==> src/rtl/ce_guard.sv <==
module ce_guard #(
  parameter int GRACE_CYC = 6
) (
  input  logic clk,
  input  logic sup_rst_n,
  input  logic ce_in_n,
  output logic ce_out_n,
  output logic gate_en
);
  localparam int CW = $clog2(GRACE_CYC + 1);

  logic          in_rst_q = 1'b1;
  logic          hold_q   = 1'b0;
  logic [CW-1:0] used_q   = '0;

  logic          in_rst;
  logic          first_rst;
  logic          hold_now;
  logic [CW-1:0] used_now;

  assign in_rst    = ~sup_rst_n;
  assign first_rst = in_rst & ~in_rst_q;
  assign hold_now  = in_rst & ~ce_in_n & (first_rst | hold_q);
  assign used_now  = first_rst ? CW'(1) : used_q + 1'b1;

  assign gate_en  = sup_rst_n | hold_now;
  assign ce_out_n = gate_en ? ce_in_n : 1'b1;

  always_ff @(posedge clk) begin
    in_rst_q <= in_rst;
    hold_q   <= hold_now & (used_now < CW'(GRACE_CYC));
    used_q   <= hold_now ? used_now : '0;
  end
endmodule

==> config.mk <==
export PLATFORM = sky130hd
export DESIGN_NAME = ce_guard
export DESIGN_NICKNAME = d
export VERILOG_FILES = /design/src/rtl/ce_guard.sv
export SDC_FILE = /design/constraint.sdc
export NUM_CORES = 1
export LEC_CHECK = 0
export ABC_AREA = 0
export CAP_MARGIN = 20
export CORE_AREA = 2 2 39 41
export DETAILED_ROUTE_END_ITERATION = 7
export DIE_AREA = 0 0 41 43
export GPL_ROUTABILITY_DRIVEN = 1
export MAX_ROUTING_LAYER = met4
export PLACE_DENSITY = 0.32
export SYNTH_ARGS = -nofsm -noshare
export SYNTH_HDL_FRONTEND = slang
export SYNTH_SLANG_ARGS = --single-unit
==> constraint.sdc <==
create_clock -name clk -period 2.2 [get_ports clk]
set_input_delay 0.33 -clock clk [delete_from_list [all_inputs] [get_ports clk]]
set_output_delay 0.33 -clock clk [all_outputs]
set_load 0.05 [all_outputs]
# Word level (Yosys, flattened, before mapping)
# Cells that the tools add are included.
op_classes:
  mux: 2
  bitwise_logic: 9
  magnitude_cmp: 1
  multipliers: 0
  eq_ne: 0
  reduce_logical: 0
  n_addsub: 1
  div: 0
  shift: 0
op_table:
  columns: ["cell", "n"]
  rows:
  - ["$and 1x1->1", 4]
  - ["$add 3x1->3 const B", 1]
  - ["$lt 3x3->1 const B", 1]
  - ["$mux 3", 1]
  - ["$not 1->1", 3]
  - ["$or 1x1->1", 2]
  - ["$mux 1", 1]
totals:
  mem_bits_ro: 0
  out_inout_bits: 2
  memories: 0
  elab_cells: 16
  in_bits: 3
  latch_bits: 0
  ramBits: 0
  ff_bits: 5

# Longest topological paths before layout
# Gate-level depths: netlist of the first run.
depth:
  ltp_word: 6
  ltp_mapped: 3
  mapped_depth_nobuf: 3

# Worst setup path before layout of the first run
# OpenSTA, ideal clock, no wires.
synth_path:
  path_kind: "flip-flop to output port"
  startpoint: "register in_rst_q"
  endpoint: "output gate_en"
  path_stages_with_launch: 3
  arrival_ns: 1.547
  setup_slack_ns: 0.323
  n_path_buf: 0
  cell_sequence: "dfxtp_1 nor2b_1 o21ai_0"
synth_via:
  elab_chain_len: 5
synth_rtl:
  columns: ["item", "line", "rtl"]
  rows:
  - ["start: declaration", "12", "logic in_rst_q = 1'b1;"]
  - ["start signal: assignment", "30", "in_rst_q <= in_rst;"]
  - ["$not 1->1", "22", "assign first_rst = in_rst & ~in_rst_q;"]
  - ["$and 1x1->1", "22", null]
  - ["$or 1x1->1", "23", "assign hold_now = in_rst & ~ce_in_n & (first_rst | hold_q);"]
  - ["$and 1x1->1", "23", null]
  - ["$or 1x1->1", "26", "assign gate_en = sup_rst_n | hold_now;"]
  - ["end: declaration", "8", "output logic gate_en"]
# Every way passes these cells.

# Final worst setup path of the first run
layout_path:
  startpoint: "input ce_in_n"
  endpoint: "output gate_en"
layout_via:
  elab_chain_len: 4
layout_rtl:
  columns: ["item", "line", "rtl"]
  rows:
  - ["start: declaration", "6", "input logic ce_in_n,"]
  - ["$not 1->1", "23", null]
  - ["$and 1x1->1 (2 in a row)", "23", null]
  - ["$or 1x1->1", "26", null]
# Every way passes these cells.

==> impl_metrics.csv, run 1 <==
group,metric,value,unit
status,status,"finished clean",
die,row_count,14,
grt,grt-ovfl-total,0,
synthesis,yosysWarningCount,0,
worst_setup_path,regToRegEndpoint,"hold_q",
pwr,leakage,0.128,nW
sta,post-route-period-util,0.735,
route,viasPerCell,3.76,
clock_network,htreeDepth,1,
flow_run,cap_viol_max_count,0,
synthesis,synth_cell_type_count,13,
sta,clock_skew,0.000962,ns
route,vias,158,
die,die_area,1760,um^2
route,drc,0,
cells_and_area,antenna_cells,0,
hold_path,hp-start,"in_rst_q",
grt,grt_max_degree,6,
route,drt_wl_total,362,um
worst_setup_path,r2r-start,"used_q[0]",
die,die_w,41,um
worst_setup_path,crit_fanout,4,
sta,setup_tns,0,ns
worst_setup_path,r2r_slack,1.16,ns
cells_and_area,post-route-util,0.206,
worst_setup_path,critPathArrivalTime,1.29,ns
worst_setup_path,cpPeakStageDelay,0.45,ns
route,final_antenna_net_count,0,
worst_setup_path,end_kind,"output port",
hold_path,min_to,"used_q[0]",
sta,clock.fmax,0.619,GHz
clock_network,cts_buffers,3,
synthesis,synth_fp_nets,22,
clock_network,cts_resized,0,
worst_setup_path,path_buf_inv,2,
sta,max-slew-margin-rel,0.774,
clock_network,cts-hold-fix-buffers,0,
grt,grt.met1_usage,0.0548,
cells_and_area,final_nets,31,
synthesis,ys_ff_latch,5,
worst_setup_path,r2r_cells,3,
pwr,p_total,0.000232,W
grt,grt_usage,0.0659,
hold_path,whs_path_depth,1,
route,drtIter0Drc,1,
clock_network,clkTransAtPathRegs,0.04,ns
worst_setup_path,worstSetupStartpointType,"input pin",
cells_and_area,area_delta_synth_final,49.0,%
placed_design,port_buffers,4,
clock_network,cts_tree,"done",
clock_network,post_cts.repair.setup_buffers,0,
placed_design,gp_congestion,0.638,
grt,use_met3,0.0314,
clock_network,insertion_delay,0.24,ns
cells_and_area,drive_above_1_share,0.192,
synthesis,synthCells,18,
pwr,power.density,815,nW/um^2
sta,min_period,1.62,ns
worst_setup_path,cp_cell_sequence,"clkdlybuf4s50_1, o21ai_0, buf_12",
clock_network,clock_path_buffers,2,
sta,finalHoldViolCount,0,
worst_setup_path,crit_family,"buffers and inverters",
grt,grt_pass1_wl,676,um
sta,setup_slack,0.583,ns
worst_setup_path,required,1.87,ns
synthesis,netlist_area,191,um^2
synthesis,ys_seq_area_frac,0.523,
grt,grt-busiest-layer,"met2",
route,firstDrtPassIters,2,
synthesis,synth.avg_cell_area,10.6,um^2
clock_network,cts_root_buffer,"clkbuf_4",
worst_setup_path,path_class,"in -> out",
pwr,ir_drop,226,uV
die,die_y,43,um
sta,maxSlewViolCount,0,
hold_path,hp-class,"reg -> reg",
placed_design,preCtsSetupSlack,0.572,ns
route,wire_per_inst,8.62,um
sta,worstMarginPinSlew,0.336,ns
die,initial_utilization,0.138,
grt,met2_usage,0.0906,
sta,finalSetupViolCount,0,
grt,grt_pass1_vias,186,
clock_network,cts_sinks,5,
die,core_area,1380,um^2
worst_setup_path,cpMaxStageDelayCell,"clkdlybuf4s50_1",
die,ioPinCount,5,
sta,rsz0062_at_grt,"no",
grt,antenna_found_initial,0,
[area by class of cell]
cell class	count	area, um^2
fillers	152	1100
flip-flops and latches	5	100
multi-input cells	12	87.6
repair buffers	4	47.5
clock buffers	4	26.3
well taps	16	20.0
inverters	1	3.75
[synth_stat cells]
cell type,number,area (um^2)
dfxtp_1,5,100
and4_1,2,17.5
a21o_1,1,7.51
a21oi_1,1,5.00
a311oi_1,1,8.76
ha_1,1,12.5
inv_1,1,3.75
nand2b_1,1,6.26
nor2_1,1,3.75
nor2b_1,1,6.26
o21ai_0,1,5.00
or2_1,1,6.26
xor2_1,1,8.76
[cells by family after synthesis]
family,count (synthesis),share of synthesized area
xor+xnor,1,0.0458
buf+inv,1,0.0196
fa+ha+maj,1,0.0653
simple gates,6,0.209
flops,5,0.523
compound gates,4,0.137
[worst max-delay path by stage]
stage | start | end | depth (start not counted)
2_1_floorplan | in_rst_q | gate_en | 2
3_3_place_gp | ce_in_n | gate_en | 3
3_5_place_dp | ce_in_n | gate_en | 3
4_1_cts | ce_in_n | gate_en | 3
5_1_grt | ce_in_n | gate_en | 3
6_report | ce_in_n | gate_en | 3
[routing by layer]
metal	up-vias	routed length (um)
li1	79	-
met1	69	141
met2	8	185
met3	2	24
met4	0	11
met5	-	0
[worst reg2reg max path: stages (launching register included)]
cell and delay, ns:
dfxtp_1 0.31, ha_1 0.20, xor2_1 0.17, a311oi_1 0.26
[per-stage QoR]
stage                     cells  hold WS [ns]  instance area [um^2]
after floorplan              18         0.416                   191
after CTS                    42         0.483                   285
after global placement       38         0.475                   259
after detailed placement     38         0.468                   259
final                        42         0.479                   285
after global routing         42         0.514                   285
[power by group]
part           internal [W]  switching [W]
Clock             0.0000686      0.0000384
Sequential        0.0000938     0.00000224
Combinational     0.0000131      0.0000164
[state kept, by name, summed over array words and instances (netlist names)]
| name | count |
|---|---|
| hold_q | 1 |
| in_rst_q | 1 |
| used_q | 3 |
[cell usage in the layout, fill, tap and decap left out]
cell type and instances:
clkbuf_4 3, o21ai_0 1, buf_12 1, buf_4 1
or2_1 1, a21o_1 1, a21oi_1 1, xor2_1 1
dfxtp_1 5, nand2b_1 1, inv_1 1, and4_1 2
clkbuf_1 1, clkdlybuf4s50_1 2, a311oi_1 1, nor2_1 1
nor2b_1 1, ha_1 1
Power figures use the tool's default switching activity.
==> inputs of run 2 (changes only) <==
PLACE_DENSITY = 0.33   (was 0.32)
clock period = 1.4 ns   (was 2.2 ns; I/O delays follow)
==> run 2 against run 1 <==
Against the previous run:
- via count decreased by 3.2%
- clock skew hardly changed
- critical endpoint unchanged
- flip-flop and latch count unchanged
- worst setup slack got worse by 0.49 ns
==> impl_metrics.csv, run 2 (synthesized netlist as in run 1, its figures left out) <==
group,metric,value,unit
grt,grt_max_degree,6,
worst_setup_path,cpMaxStageDelayCell,"dfxtp_1",
worst_setup_path,required,1.19,ns
clock_network,cts-hold-fix-buffers,0,
die,core_area,1380,um^2
grt,grt_pass1_vias,162,
route,final_antenna_net_count,0,
pwr,leakage,0.139,nW
sta,worstMarginPinSlew,0.244,ns
route,firstDrtPassIters,3,
route,vias,153,
cells_and_area,multiInputGateArea,95.1,um^2
route,highest_layer,"met3",
die,die_area,1760,um^2
cells_and_area,final_nets,31,
route,wire_per_inst,8.76,um
clock_network,cts_root_buffer,"clkbuf_4",
route,drt_wl_total,368,um
sta,maxSlewViolCount,0,
clock_network,cts_sinks,5,
pwr,p_total,0.000371,W
pwr,ir_drop,393,uV
clock_network,insertion_delay,0.24,ns
cells_and_area,seq_area,100,um^2
route,drtIter0Drc,4,
clock_network,clkTransAtPathRegs,0.04,ns
clock_network,cts_tree,"done",
sta,max-slew-margin-rel,0.836,
cells_and_area,largest_register_ffs,3,
status,status,"finished clean",
flow_run,cap_viol_max_count,0,
die,initial_utilization,0.138,
grt,grt_pass1_wl,648,um
die,die_w,41,um
clock_network,clock_path_buffers,2,
pwr,power.density,1220,nW/um^2
cells_and_area,antenna_cells,0,
placed_design,dpl_cell_area,272,um^2
sta,post-route-period-util,0.936,
route,dr_wl_met2,177,um
cells_and_area,drive_above_1_share,0.231,
sta,clock_skew,0.00109,ns
sta,finalSetupViolCount,0,
cells_and_area,area_delta_synth_final,59.5,%
sta,min_period,1.31,ns
grt,grt_usage,0.0628,
die,die_y,43,um
sta,finalHoldViolCount,0,
worst_setup_path,path_buf_inv,1,
route,viasPerCell,3.64,
worst_setup_path,worstSetupStartpointType,"flop",
sta,setup_tns,0,ns
worst_setup_path,crit_family,"flip-flops",
cells_and_area,final_common_cell,"dfxtp_1",
cells_and_area,largest_registers,"used_q (3), hold_q (1), in_rst_q (1)",
worst_setup_path,crit_fanout,5,
sta,clock.fmax,0.763,GHz
route,drc,0,
clock_network,cts_buffers,3,
sta,rsz0062_at_grt,"no",
clock_network,htreeDepth,1,
worst_setup_path,cpPeakStageDelay,0.33,ns
die,row_count,14,
worst_setup_path,end_kind,"output port",
grt,antenna_found_initial,0,
cells_and_area,layout_common_cells,"dfxtp_1 (5), clkbuf_4 (3), and4_1 (2), clkdlybuf4s50_1 (2), buf_12 (2)",
clock_network,post_cts.repair.setup_buffers,0,
cells_and_area,top_register,"used_q",
placed_design,port_buffers,4,
die,ioPinCount,5,
route,wl_met1,169,um
route,wl_met3,21,um
placed_design,gp_congestion,0.625,
hold_path,hp-class,"reg -> reg",
cells_and_area,fin_area,305,um^2
worst_setup_path,critPathArrivalTime,1.10,ns
worst_setup_path,path_class,"reg -> out",
sta,holdWs,0.495,ns
worst_setup_path,cp_cell_sequence,"nor2b_4, o21ai_1, buf_12",
grt,grt-ovfl-total,0,
cells_and_area,fill_cells,143,
run 2: cell counts in the layout (fill, tap and decap cells not counted):
Identical to the previous run, type by type.
run 2: timing repair:
action / CTS / global route
endpoints found under the setup margin: 1 / 2
gates resized for setup: 1 / 1
pin swaps: 0 / 0
cloned: 0 / 0
run 2: routing by layer:
metal  vias to the layer above  global-route usage
li1                         81                   -
met5                         -                   -
met4                         0              0.0600
met2                         5              0.0688
met3                         0              0.0524
met1                        67              0.0645
run 2: power breakdown:
part / internal (W) / switching, W / leakage [nW]
Clock: 0.000108 / 0.0000571 / 0.0150
Combinational: 0.0000275 / 0.0000272 / 0.0825
Sequential: 0.000147 / 0.00000420 / 0.0410
run 2: cell type report:
| cell class | count | share of cell area |
|---|---|---|
| flip-flops and latches | 5 | 0.328 |
| multi-input cells | 12 | 0.311 |
| repair buffers | 4 | 0.197 |
| clock buffers | 4 | 0.0861 |
| well taps | 16 | 0.0656 |
| inverters | 1 | 0.0123 |
run 2: final timing paths:
| check | cells past startpoint | endpoint | slack, ns | from |
|---|---|---|---|---|
| worst max-delay path | 3 | gate_en | 0.09 | in_rst_q |
| worst min-delay path | 1 | used_q[0] | 0.49 | in_rst_q |
| worst max register to register | 3 | hold_q | 0.33 | used_q[0] |
| worst min register to register | 1 | used_q[0] | 0.49 | in_rst_q |
run 2: metrics by stage:
step | worst slack [ns] | utilization | std cells
3_3_place_gp | 0.109 | 0.196 | 38
5_1_grt | 0.00970 | 0.221 | 42
3_5_place_dp | 0.0866 | 0.196 | 38
2_1_floorplan | 0.0223 | - | 18
6_report | 0.0896 | 0.221 | 42
4_1_cts | 0.0445 | 0.217 | 42
